File: src/rtl/dual_adc_pkg.sv
package dual_adc_pkg;
  typedef enum logic [1:0] {
    PH_IDLE   = 2'd0,
    PH_ACQ    = 2'd1,
    PH_CONV_A = 2'd2,
    PH_CONV_B = 2'd3
  } adc_phase_e;

  localparam int NUM_CH = 2;
endpackage

File: src/rtl/adc_phase_ctrl.sv
module adc_phase_ctrl
  import dual_adc_pkg::*;
#(
  parameter int ACQ_CYC   = 4,
  parameter int CONVA_CYC = 6,
  parameter int CONVB_CYC = 6
) (
  input  logic clk,
  input  logic rst,
  input  logic start_n,
  input  logic pwr_dn,
  output logic cap_a,
  output logic cap_b,
  output logic busy,
  output logic eoc,
  output logic eoc_chan
);
  localparam int MAX_AB = (CONVA_CYC > CONVB_CYC) ? CONVA_CYC : CONVB_CYC;
  localparam int MAXC   = (ACQ_CYC > MAX_AB) ? ACQ_CYC : MAX_AB;
  localparam int CW     = $clog2(MAXC + 1);

  adc_phase_e       phase;
  logic [CW-1:0]    cnt;
  logic [CW-1:0]    lim_m1;
  logic             start_prev;
  logic             rearm;
  logic             last;
  logic             trig;

  always_comb begin
    case (phase)
      PH_ACQ:    lim_m1 = CW'(ACQ_CYC - 1);
      PH_CONV_A: lim_m1 = CW'(CONVA_CYC - 1);
      PH_CONV_B: lim_m1 = CW'(CONVB_CYC - 1);
      default:   lim_m1 = '0;
    endcase
  end

  assign last  = (cnt == lim_m1);
  assign cap_a = (phase == PH_CONV_A) && last;
  assign cap_b = (phase == PH_CONV_B) && last;
  assign trig  = (phase == PH_IDLE) && !start_n && (start_prev || rearm) && !pwr_dn;

  always_ff @(posedge clk) begin
    if (rst) begin
      phase      <= PH_IDLE;
      cnt        <= '0;
      start_prev <= 1'b1;
      rearm      <= 1'b0;
      busy       <= 1'b0;
      eoc        <= 1'b0;
      eoc_chan   <= 1'b0;
    end else begin
      start_prev <= start_n;
      eoc        <= cap_a | cap_b;
      rearm      <= cap_b & !start_n;
      if (cap_a) eoc_chan <= 1'b0;
      if (cap_b) eoc_chan <= 1'b1;
      case (phase)
        PH_IDLE: begin
          cnt <= '0;
          if (trig) begin
            phase <= PH_ACQ;
            busy  <= 1'b1;
          end
        end
        PH_ACQ: begin
          if (last) begin
            phase <= PH_CONV_A;
            cnt   <= '0;
          end else begin
            cnt <= cnt + 1'b1;
          end
        end
        PH_CONV_A: begin
          if (last) begin
            phase <= PH_CONV_B;
            cnt   <= '0;
          end else begin
            cnt <= cnt + 1'b1;
          end
        end
        PH_CONV_B: begin
          if (last) begin
            phase <= PH_IDLE;
            busy  <= 1'b0;
            cnt   <= '0;
          end else begin
            cnt <= cnt + 1'b1;
          end
        end
        default: phase <= PH_IDLE;
      endcase
    end
  end
endmodule

File: src/rtl/adc_result_bank.sv
module adc_result_bank
  import dual_adc_pkg::*;
#(
  parameter int W = 16
) (
  input  logic                     clk,
  input  logic                     rst,
  input  logic [NUM_CH-1:0]        wr,
  input  logic [NUM_CH-1:0][W-1:0] din,
  output logic [NUM_CH-1:0][W-1:0] q
);
  for (genvar c = 0; c < NUM_CH; c++) begin : g_ch
    logic [W-1:0] r;
    always_ff @(posedge clk) begin
      if (rst)        r <= '0;
      else if (wr[c]) r <= din[c];
    end
    assign q[c] = r;
  end
endmodule

File: src/rtl/adc_bus_port.sv
module adc_bus_port #(
  parameter int W = 16
) (
  input  logic         clk,
  input  logic         rst,
  input  logic         cs_n,
  input  logic         rd_n,
  input  logic         chan_sel,
  input  logic [W-1:0] res_a,
  input  logic [W-1:0] res_b,
  output logic [W-1:0] data_out,
  output logic         data_oe
);
  logic en;
  assign en = !cs_n && !rd_n;

  always_ff @(posedge clk) begin
    if (rst) begin
      data_oe  <= 1'b0;
      data_out <= '0;
    end else begin
      data_oe  <= en;
      data_out <= en ? (chan_sel ? res_b : res_a) : '0;
    end
  end
endmodule

File: src/rtl/dual_adc_seq.sv
module dual_adc_seq
  import dual_adc_pkg::*;
#(
  parameter int W         = 16,
  parameter int ACQ_CYC   = 4,
  parameter int CONVA_CYC = 6,
  parameter int CONVB_CYC = 6
) (
  input  logic         clk,
  input  logic         rst,
  input  logic         start_n,
  input  logic         pwr_dn,
  input  logic         cs_n,
  input  logic         rd_n,
  input  logic         chan_sel,
  input  logic [W-1:0] sample_a,
  input  logic [W-1:0] sample_b,
  output logic         busy,
  output logic         eoc,
  output logic         eoc_chan,
  output logic [W-1:0] data_out,
  output logic         data_oe
);
  logic                     cap_a;
  logic                     cap_b;
  logic [NUM_CH-1:0]        wr;
  logic [NUM_CH-1:0][W-1:0] din;
  logic [NUM_CH-1:0][W-1:0] res;

  assign wr  = {cap_b, cap_a};
  assign din = {sample_b, sample_a};

  adc_phase_ctrl #(
    .ACQ_CYC  (ACQ_CYC),
    .CONVA_CYC(CONVA_CYC),
    .CONVB_CYC(CONVB_CYC)
  ) u_ctrl (
    .clk     (clk),
    .rst     (rst),
    .start_n (start_n),
    .pwr_dn  (pwr_dn),
    .cap_a   (cap_a),
    .cap_b   (cap_b),
    .busy    (busy),
    .eoc     (eoc),
    .eoc_chan(eoc_chan)
  );

  adc_result_bank #(.W(W)) u_bank (
    .clk(clk),
    .rst(rst),
    .wr (wr),
    .din(din),
    .q  (res)
  );

  adc_bus_port #(.W(W)) u_bus (
    .clk     (clk),
    .rst     (rst),
    .cs_n    (cs_n),
    .rd_n    (rd_n),
    .chan_sel(chan_sel),
    .res_a   (res[0]),
    .res_b   (res[1]),
    .data_out(data_out),
    .data_oe (data_oe)
  );
endmodule

File: config.mk
export PLATFORM = sky130hd
export DESIGN_NAME = dual_adc_seq
export DESIGN_NICKNAME = d
export VERILOG_FILES = /design/src/rtl/dual_adc_pkg.sv /design/src/rtl/adc_phase_ctrl.sv /design/src/rtl/adc_result_bank.sv /design/src/rtl/adc_bus_port.sv /design/src/rtl/dual_adc_seq.sv
export SDC_FILE = /design/constraint.sdc
export NUM_CORES = 1
export LEC_CHECK = 0
export BUFFER_PORTS_ARGS = -buffer_cell sky130_fd_sc_hd__buf_2
export CAP_MARGIN = 20
export CORE_ASPECT_RATIO = 1.5
export CORE_MARGIN = 5
export CORE_UTILIZATION = 45
export DETAILED_ROUTE_END_ITERATION = 10
export GPL_TIMING_DRIVEN = 0
export MAX_ROUTING_LAYER = met4
export PLACE_DENSITY = 0.7
export SLEW_MARGIN = 0
export SYNTH_ARGS = -nofsm -noshare
export SYNTH_HDL_FRONTEND = slang
export SYNTH_SLANG_ARGS = --single-unit
File: constraint.sdc
create_clock -name clk -period 2.3 [get_ports clk]
set_input_delay 0.115 -clock clk [delete_from_list [all_inputs] [get_ports clk]]
set_output_delay 0.115 -clock clk [all_outputs]
set_load 0.05 [all_outputs]
* After elaboration in Yosys (flattened, before gate mapping) *
Index checks and enable logic that the tools add are counted.

cells by class
  equal/unequal tests = 8
  reductions and logical operators = 19
  add/subtract/negate cells = 1
  mux-type cells = 14
  bitwise operators = 3

operators by type and width
  operator                                                                  count
  16-bit two-way mux                                                        1
  3-bit one-hot mux with 2 select lines                                     2
  2-bit two-way mux                                                         4
  2-bit by 1-bit inequality test with 1-bit output (second input constant)  4
  2-bit one-hot mux with 4 select lines                                     1
  1-bit logical AND                                                         6
  2-bit equality test (second input constant)                               2
  1-bit logical NOT                                                         4
  1-bit two-way mux                                                         4
  4-bit AND reduction                                                       1
  2-bit nonzero test                                                        2
  2-bit OR reduction                                                        2
  3-bit by 1-bit adder with 3-bit output (second input constant)            1
  3-bit equality test                                                       1
  3-bit two-way mux                                                         1
  3-bit AND reduction                                                       1
  3-bit OR reduction                                                        1
  2-bit by 1-bit equality test with 1-bit output (second input constant)    1
  2-bit logical NOT                                                         1
  1-bit one-hot mux with 2 select lines                                     1
  1-bit AND                                                                 1
  1-bit logical OR                                                          1
  1-bit inverter                                                            1
  1-bit OR                                                                  1

word-level totals
  output and inout bits = 20
  bits in registers = 59

* Logic depth before layout (Yosys ltp) *
Gate-level depths: netlist of the first run.

  depth in word-level cells = 7
  gate-level depth with buffers = 8
  mapped depth without buffers = 6

* Cells and area by module *
Synthesis of the first run repeated with hierarchy kept, for this count alone.

unflattened totals
  cell total of the unflattened synthesis = 210
  area, all modules = 2283.4 µm²

modules (own cells, without submodules)
  module           area each (µm²)  sequential area each (µm²)  cells each  times used
  adc_result_bank  1157.4           640.6                       103         1
  adc_bus_port     609.3            340.3                       55          1
  adc_phase_ctrl   516.7            200.2                       52          1

* Least setup slack after synthesis of the first run *
OpenSTA, ideal clock, no wires.

  path kind = reg2reg
  start = reg u_ctrl.phase[1]
  end = reg u_bank.g_ch[1].r[10]
  clock period less this slack = 1.670 ns
  path slack = 0.630 ns
  data arrival time = 1.542 ns
  stages on the path, launching flop included = 9
  setup time = 0.128 ns
  data required time = 2.172 ns
  cells stage by stage = dfxtp_1 inv_1 ha_1 xnor2_1 nand4_1 buf_6 buf_12 mux2i_1 nor2_1

between the ends
  longest elaborated chain between the ends = 5
  elaborated cells on any way between the ends = 7
  those cells by class = 4 x eq/ne; 1 x mux; 2 x reduce/logical

RTL lines
  element                                 RTL line                                    RTL
  start, declared                         adc_phase_ctrl.sv:22                        adc_phase_e phase;
  start signal, assigned                  adc_phase_ctrl.sv:46                        phase <= PH_IDLE;
  start signal, assigned                  adc_phase_ctrl.sv:63                        phase <= PH_ACQ;
  start signal, assigned                  adc_phase_ctrl.sv:69                        phase <= PH_CONV_A;
  2-bit equality test (on tied branches)  adc_phase_ctrl.sv:31, adc_phase_ctrl.sv:41
  2-bit OR reduction (no line)            n/a
  3-bit one-hot mux with 2 select lines   adc_phase_ctrl.sv:31                        case (phase)
  3-bit equality test                     adc_phase_ctrl.sv:39                        assign last = (cnt == lim_m1);
  1-bit logical AND (*)                   adc_phase_ctrl.sv:41                        assign cap_b = (phase == PH_CONV_B) && last;
  end signal, assigned                    adc_result_bank.sv:16                       else if (wr[c]) r <= din[c];
  end, declared                           adc_result_bank.sv:13                       logic [W-1:0] r;

Every way passes the cells marked *; elsewhere a longest branch is shown, timed or not.
A chain may end at the register's enable or synchronous reset.

* Worst setup path after layout of the first run *
  start = reg u_ctrl.phase[1]
  end = reg u_bank.g_ch[1].r[8]

Same word-level chain as after synthesis.

==> out/results.txt, run 1 <==
Of the total power, the share spent switching nets is 26.67%. The number of routed nets with antenna violations was 0. Classification of the worst setup path: flop to flop. Per report_power, the combinational group accounts for 15.1% of the total.

Buffer type at the clock tree root: sky130_fd_sc_hd__clkbuf_8. The sequential share of power was 46.1%; the number of library cell types mapped by synthesis was 28. In this run the most critical hold path is launched from sample_a[13]. After detailed routing, the average wire length per cell comes to 13.18 um. The commonest cells after synthesis are sky130_fd_sc_hd__dfxtp_1 (59), sky130_fd_sc_hd__nor2_1 (56), sky130_fd_sc_hd__mux2i_1 (48), sky130_fd_sc_hd__clkbuf_1 (7), sky130_fd_sc_hd__ha_1 (6). In this run the standard cell core region covers 0.004848 mm2. By area the synthesized netlist is led by sky130_fd_sc_hd__dfxtp_1 (52%), sky130_fd_sc_hd__mux2i_1 (21%), sky130_fd_sc_hd__nor2_1 (9.3%). In this run the worst hold path is classified as primary input to flop. The tools report the clock tree skew after final layout as 0.008092 ns.

STA classifies the critical path startpoint as a flop. The path with the worst hold slack has its endpoint at u_bank.g_ch[0].r[13]. The worst path buffer plus inverter count came out at 3. The count of final hold-check violations is 0. Number of enable-type register cells in the synthesized netlist: 0. At the pin with the least slew margin, the transition time is 0.5378 ns.

The average instance area after synthesis came out at 10.49 um2. In this run the worst path has a maximum fanout of 10. After detailed routing, the number of vias per cell comes to 4.727. VDD sags by at most 0.5362 mV. The post-CTS setup repair buffer count came out at 0. The weighted congestion at the end of routability-driven global placement is 0.8305, and the first-pass GRT wire length is 7.465 mm.

For this design, the slowest cell found on the critical path is sky130_fd_sc_hd__xnor2_1. Summed over all cells, the static leakage comes to 1.465 nW. Detailed routing inserted a total of 1678 vias. The row count was 31. The net count reported at finish was 329. The total overflow left after global routing is 0. Of the post-synthesis cell area, the dominant cell type holds 52.13%. For this block, the initial DRC count from the detailed router was 84.

The number of nets handed over by synthesis was 261. The async set or reset register ratio after synthesis came out at 0%. The number of iterations in the first detailed-routing pass came out at 4. Summed over all nets, the switching power comes to 625.0 uW. The worst-case clock buffer depth was 2. Setup repair after global routing left no endpoint under its margin. The die covers 0.006584 mm2. In this run the count of I/O pins placed on the die edge is 59. For this design, the sink count on the clock tree is 59. The worst register-to-register path ends at u_bank.g_ch[1].r[8].

The design draws 2.343 mW. The tools report the final-report max-slew violation count as 0. The worst register-to-register path has a setup slack of 0.40 ns. The number of global-route vias before repair came out at 1682. The summed negative setup slack over all endpoints is 0 ns, and the post-route minimum period is 1.901 ns. The post-route netlist has 28.72% of its cells at a drive strength greater than 1.

The H-tree generated during clock tree synthesis spans 3 levels. Setup violations remaining at the end of the flow were counted as 0. The signal on the critical path passes through inv_1 -> ha_1 -> xnor2_1 -> nand4_1 -> buf_6 -> buf_12 -> mux2i_1 -> nor2_1.

Data on the critical path is required at its endpoint by 2.50 ns. The cts-stage hold buffer count was 0; the data arrival time of the critical path was 2.10 ns. TritonCTS built the clock tree. The share of total power dissipated in the clock network is 38.9%. The worst setup path is captured at a flop. Tracing the worst setup path back leads to its startpoint at u_ctrl.phase[1]. The total detailed-routing wirelength came out at 4.680 mm. Among cell families on the critical path, the largest total delay comes from buffers and inverters. Dividing the final minimum period by the clock period gives 82.63%.

The startpoint identified for the worst register-to-register timing path is u_ctrl.phase[1]. Sequential cells were found to cover 52.13% of the synthesized design area. The number of cells on the worst reg-to-reg path is 8.

After synthesis the netlist holds a flip-flop and latch count of 59. In this run the power density over the cells is 828.7 mW/mm2. The filler cells instantiated in the layout total 433.

The clock transition time at the flip-flop clock pins of the worst setup and hold paths was 0.07 ns; the x dimension of the die was 67.94 um. The flow ran to the end, and the final reports show no timing, DRC or antenna violations. For the count of instances resized after the clock tree is built, the log shows 0. The run gives 1.718 mW as the internal power of the cells. In this run the tool buffered the top-level ports with 57 buffer cells. The largest net degree at the start of global routing is 11, and the total half-perimeter wirelength after legalization and detailed placement is 3.393 mm. Leading cell type by number of instances after synthesis: sky130_fd_sc_hd__dfxtp_1.

The die is 96.91 um tall. Counting every instance in the synthesized netlist gives 216. For this run, the top clock speed supported by timing is 526.2 MHz. On the worst path, the slowest cell contributes a delay of 0.37 ns. The number of antenna diodes in the final layout is 0.

The tightest slew margin relative to the limit is 64.14%. Buffers inserted during clock tree synthesis total 9. For this configuration, the core starts out at a cell density of 46.74%. Summing all placed instances gives a cell area of 0.002634 mm2. For the aggregate global-route resource usage, the log shows 15.70%. The tools report the initial antenna violation count as 0. The logs give 0 for the count of unresolved DRC violations after routing and 0 for the count of synthesis-stage warnings from yosys.

Relative to the synthesized area, the layout overhead comes to 24.79%. The number of cells on the worst hold path works out to 3. Summing every instance area after synthesis gives 0.002266 mm2. The area of all placed cells without fillers was 0.002828 mm2. In the synthesized netlist the dominant register cell turns out to be sky130_fd_sc_hd__dfxtp_1.

Across the run, the number of max-cap violations was 0. Leading area contributor after synthesis: sky130_fd_sc_hd__dfxtp_1. The run gives 0.33 ns as the insertion delay of the later-clocked pin in the worst-skew pair.
state kept, by name, indices dropped and copies added (netlist names):
signal,flops
u_ctrl.rearm,1
u_bank.g_ch.r,32
u_ctrl.phase,2
u_ctrl.eoc,1
u_ctrl.eoc_chan,1
u_ctrl.start_prev,1
u_bus.data_out,16
u_ctrl.busy,1
u_ctrl.cnt,3
u_bus.data_oe,1
tightest hold or removal path, stage by stage:
cell	delay, ns
sky130_fd_sc_hd__buf_2	0.08
sky130_fd_sc_hd__mux2i_1	0.05
sky130_fd_sc_hd__nor2_1	0.07
stage by stage:
step	hold slack (ns)	worst slack [ns]	instances	utilization, %
after floorplan	0.2325	0.6302	216	-
after global placement	0.3468	0.4619	339	54.32
after detailed placement	0.3517	0.4163	339	54.32
after CTS	0.0001537	0.4025	355	58.32
after global routing	0.01030	0.2957	355	58.32
final	0.01410	0.3995	355	58.32
cells by family (layout without fill, tap and decap cells):
family                     Yosys count  count (layout)  share of synthesized area [%]
buffers and inverters               18              91                          4.970
adders and majority gates            6               6                          3.313
DFF                                 59              59                          52.13
xor gates and xnor gates             5               5                          2.264
AOI/OAI and AO/OA                   12              12                          3.976
and+or+nand+nor                     68              68                          12.15
muxes                               48              48                          21.20
cells in the final DEF (no fill, tap or decap), drive strengths merged:
cell type   n
nor3        1
o31a        1
nand4       3
and2        1
o21ai       2
clkbuf     18
inv         5
or3         1
xnor2       4
mux2i      48
bufinv      1
a31o        2
xor2        1
dfxtp      59
o31ai       1
a311oi      1
nor4        1
o311ai      1
clkinvlp    1
nand3       1
or2         1
nor2       56
a31oi       1
buf        63
ha          6
clkinv      3
a21oi       3
nand2       3
worst max-delay path by stage:
| stage | cells after the start | slack, ns | endpoint |
|---|---|---|---|
| 2_1_floorplan | 8 | 0.63 | u_bank.g_ch[1].r[10] |
| 3_3_place_gp | 8 | 0.46 | u_bank.g_ch[1].r[11] |
| 3_5_place_dp | 8 | 0.42 | u_bank.g_ch[1].r[9] |
| 4_1_cts | 8 | 0.40 | u_bank.g_ch[0].r[3] |
| 5_1_grt | 8 | 0.30 | u_bank.g_ch[1].r[11] |
| 6_report | 8 | 0.40 | u_bank.g_ch[1].r[8] |
metal layers:
metal  part of all wire (%)  vias to the layer above  track usage (%)
met4                    3.5                        0            10.57
met1                     41                      766            16.44
met2                     50                       41            24.52
met3                    5.3                       15            4.635
met5                      0                        -                -
li1                       -                      856                -
cell type report:
type / instances / area [um2] / area share (%)
plain buffers: 13 / 93.84 / 3.319
clock buffers: 11 / 141.4 / 5.000
clock inverters: 5 / 52.55 / 1.858
inverters: 5 / 18.77 / 0.6637
multi-input cells: 139 / 972.2 / 34.38
flip-flops and latches: 59 / 1181 / 41.77
well taps: 66 / 82.58 / 2.920
repair buffers: 57 / 285.3 / 10.09
power by group through the flow:
stage / Combinational, mW / Sequential, mW / Clock, mW
after floorplan: 0.244 / 1.12 / 0
after global placement: 0.348 / 1.10 / 0
after detailed placement: 0.355 / 1.10 / 0
after CTS: 0.356 / 1.08 / 0.936
after global routing: 0.396 / 1.08 / 0.984
final: 0.353 / 1.08 / 0.911
(Power assumes the default switching activity.)
==> inputs of run 2 (changes only) <==
- ABC_AREA: not set -> 1
- PLACE_DENSITY: 0.7 -> 0.68
- clock period: 2.3 -> 1.95 ns (I/O delays scaled with it)
==> run 2 against run 1 <==
  * Sequential cell count is the same
  * Sequential power up 39%
  * Clock power up 21%
  * Combinational power rose to 3.7 times the previous value
  * Via count up 43%
  * Critical endpoint is now u_bank.g_ch[0].r[1]
  * Die area is 18% higher
  * Hold slack improved by 0.040 ns
  * First-iteration DRC count is 21% higher
  * Sequential share of layout area decreased by 6.7 points
  * Global-route usage is 1.0 points higher
  * Non-clock buffer count rose by 6
  * Synthesized area grew 20%
==> out/results.txt, run 2 <==
The routed design could run at a clock period as short as 1.789 ns. Walking the worst path, the cells encountered are inv_1 -> ha_1 -> nor2_1 -> nand2_1 -> nand2_1 -> nand2_4 -> nor2_8 -> buf_6 -> nand2_1 -> nand2_1 -> nor2_2. OpenSTA, run right after detailed placement, puts the worst setup slack at 0.08370 ns. The H-tree was split into 3 levels.

For the area of the core, the log shows 0.005871 mm2. In the finished design, the share of the clock period the worst path needs comes to 91.73%. The biggest fanout along the worst timing path came out at 10. In the layout the commonest cells are sky130_fd_sc_hd__nand2_1 (112), sky130_fd_sc_hd__inv_1 (110), sky130_fd_sc_hd__buf_2 (58), sky130_fd_sc_hd__dfxtp_1 (58), sky130_fd_sc_hd__nor2_1 (56).

For the aggregate global-route resource usage, the log shows 16.70%. The tools report the number of global-route vias before repair as 2232. The kind of launch point of the worst setup path is a flop. The tools report the capturing element type of the critical path as a flop. The routed design has 5.811 mm of wire. The startpoint of the most critical setup path was u_ctrl.phase[0]. The area growth from synthesis to final layout is 23.37%. The routed metal-1 wirelength was 2.382 mm. The top cell family by delay on the critical path is simple AND/OR/NAND/NOR gates. In the detailed route, the total length drawn on met2 is 3.037 mm. The tools report the final-report max-slew violation count as 0. Power spread over the standard cell area amounts to 1162 mW/mm2.

The floorplan step defined a die boundary enclosing 0.007757 mm2. Worst min-delay path class: primary input to flop. The tools report the number of violations reported at the end of detailed-routing iteration 0 as 102.

Setup violations remaining at the end of the flow were counted as 0. The synthesized design contains 59 register bits. The tools report the initial antenna violation count as 0.

The flow ran to the end, and the final reports show no timing, DRC or antenna violations. The critical path in this run is classified as flop to flop. Port buffering added 58 buffers. Using the TritonRoute via totals, the vias-per-cell ratio works out to 4.246. The floorplan step set the die height to 105.4 um.

The tools report the tightest slew margin relative to the limit as 64.23%. For this configuration, the core starts out at a cell density of 46.50%. The repair_antennas step left the layout with diodes totalling 0.

Once placement completed, the tool counted placed cells totaling 541. Setup total negative slack on the finished layout was measured at 0 ns. In this run the most critical hold path is launched from sample_b[6]. For this block, the via count after detailed routing is 2395. The CTS buffer count is 9, and the first-pass GRT wire length is 9.770 mm.

The clock transition time at the flip-flop clock pins of the worst setup and hold paths is 0.07 ns, and the count of unresolved DRC violations after routing is 0. The run gives 34 as the row count. For the minimum setup slack in the final design, the log shows 0.1612 ns. The number of buffers and inverters on the critical path is 2.

For this run, the register share of the synthesized area comes to 43.26%. Timing would allow up to 559.0 MHz. Counting distinct cell types in the post-synthesis netlist gives 22. The logs give 0.006641 ns for the clock tree skew after final layout and 2.02 ns for the data arrival time of the critical path. The fraction of final layout cells sized beyond drive strength 1 came out at 22.15%.

After detailed routing, the average wire length per cell comes to 10.30 um. Leading cell type by number of instances after synthesis: sky130_fd_sc_hd__nand2_1. Synthesis handed over a netlist of 411 instances. The run gives 0 as the number of routed nets with antenna violations. The tools report the worst reg2reg path startpoint as u_ctrl.phase[0].

The most used flip-flop cell after synthesis is sky130_fd_sc_hd__dfxtp_1. Setup repair after global routing left no endpoint under its margin. The insertion delay of the later-clocked pin in the worst-skew pair is 0.34 ns. The total overflow left after global routing is 0.

The average instance in the mapped netlist occupies 6.643 um2. Share of the synthesized area in the top cell type: 43.26%. The logs give 2.18 ns for the required arrival time at the worst endpoint and 4.221 mm for the total half-perimeter wirelength after legalization and detailed placement. Counting the fill cells in the layout gives 588.

The most common cell after layout, fill and taps aside is sky130_fd_sc_hd__nand2_1. The buffer type at the clock tree root was sky130_fd_sc_hd__clkbuf_8. The clock net in this run drives a total of 59 sinks. Counting along the longest clock path gives a buffer depth of 2. The count of final hold-check violations was 0; the net count reported at finish was 532.

Yosys attributes the largest share of cell area to sky130_fd_sc_hd__dfxtp_1 (43%), sky130_fd_sc_hd__nand2_1 (15%), sky130_fd_sc_hd__inv_1 (15%). After synthesis the cells add up to 0.002730 mm2. The tools report the count of synthesis-stage warnings from yosys as 0. The number of enable-type register cells in the synthesized netlist is 0, and the largest net degree at the start of global routing is 11. The number of flip-flops in the largest register is 32, and the number of iterations in the first detailed-routing pass is 4. Pin placement for this block handled 59 I/O pins.

For this run, the number of standard cells in the final layout without fillers is 564. On the worst path, the slowest cell contributes a delay of 0.35 ns. In the detailed route, the total length drawn on met3 is 286 um.

Counting instances in the post-synthesis netlist gives the leading cell types as sky130_fd_sc_hd__nand2_1 (112), sky130_fd_sc_hd__inv_1 (110), sky130_fd_sc_hd__dfxtp_1 (59), sky130_fd_sc_hd__nor2_1 (56), sky130_fd_sc_hd__a21oi_1 (20). The x dimension of the die was 73.60 um. The cell that appears most often on the critical path is sky130_fd_sc_hd__nand2_1.

The worst-case hold slack is 0.05407 ns, and the number of nets in the synthesized netlist is 456. TritonCTS built the clock tree. In the synthesized netlist the async set-or-reset flop fraction comes to 0%.

The register bank with the most flops was u_bank.g_ch.r. The top routing layer in use was met4. The leading area contributor after synthesis was sky130_fd_sc_hd__dfxtp_1.

The run gives 3.914 mW as the total power of the final layout. In the final layout, the registers with the most flip-flops are u_bank.g_ch.r (32), u_bus.data_out (16), u_ctrl.cnt (3). Across the VDD grid, the largest voltage drop is 0.7369 mV. For this design, the slowest cell found on the critical path is sky130_fd_sc_hd__dfxtp_2. Max-cap violations in this run came to 0.

The static leakage was 1.847 nW; the slew of the pin with the lowest slew margin was 0.5365 ns. Weighted congestion at the end of routability-driven global placement: 0.8924.
==> run 2: changes by cell type in the layout (fill, tap and decap cells not counted), sizes merged, moves of 3 or more <==
cell         previous run  this run
inv                     5       113
nand3                   1         4
nor2                   56        77
mux2i                  48         0
a21oi                   3        20
xnor2                   4         1
dlygate4sd3             0         4
nand2                   3       115
==> run 2: per-layer routing <==
metal	global-route usage [%]	vias to the layer above
met5	-	-
met4	7.254	0
met3	4.571	9
met2	28.62	45
met1	17.43	1044
li1	-	1297
==> run 2: cells by family after synthesis <==
family	after synthesis	synth area share (%)
simple gates	199	31.35
buf+inv	125	18.47
flops	59	43.26
compound gates	21	3.850
fa+ha+maj	6	2.750
xor+xnor	1	0.3209
==> run 2: through the flow <==
stage	util [%]	cell area, um2
finish	57.37	3368
global route	57.37	3368
CTS	56.97	3344
detailed placement	52.98	3110
global placement	52.98	3110
floorplan	-	2730
==> run 2: what timing repair did <==
action                     CTS  global route
hold buffers                 4             0
resized for setup            0             2
hold endpoints to repair     5             0
buffers inserted             0             3
setup endpoints to repair    0            12
==> run 2: final cells by class <==
class,instances,area (um2),area share [%]
repair buffers,65,352.8,10.48
clock inverters,5,52.55,1.560
multi-input cells,227,1045,31.02
well taps,72,90.09,2.675
inverters,114,432.9,12.85
plain buffers,11,71.32,2.117
flip-flops and latches,59,1182,35.10
clock buffers,11,141.4,4.198
==> run 2: final timing paths <==
check | slack [ns] | end | cells after the start
min | 0.05 | u_bank.g_ch[1].r[6] | 5
min reg2reg | 0.46 | u_ctrl.busy | 2
max | 0.16 | u_bank.g_ch[0].r[1] | 11
max reg2reg | 0.16 | u_bank.g_ch[0].r[1] | 11
==> run 2: report_power, final <==
group	total, mW	internal, mW	switching, mW
Clock	1.10	0.618	0.477
Combinational	1.32	0.463	0.859
Sequential	1.50	1.41	0.0832
==> run 2: worst min-delay path, delay by kind of cell <==
kind | cells | cell delay [ns]
buffers and inverters | 2 | 0.13
AND/OR/NAND/NOR | 3 | 0.13
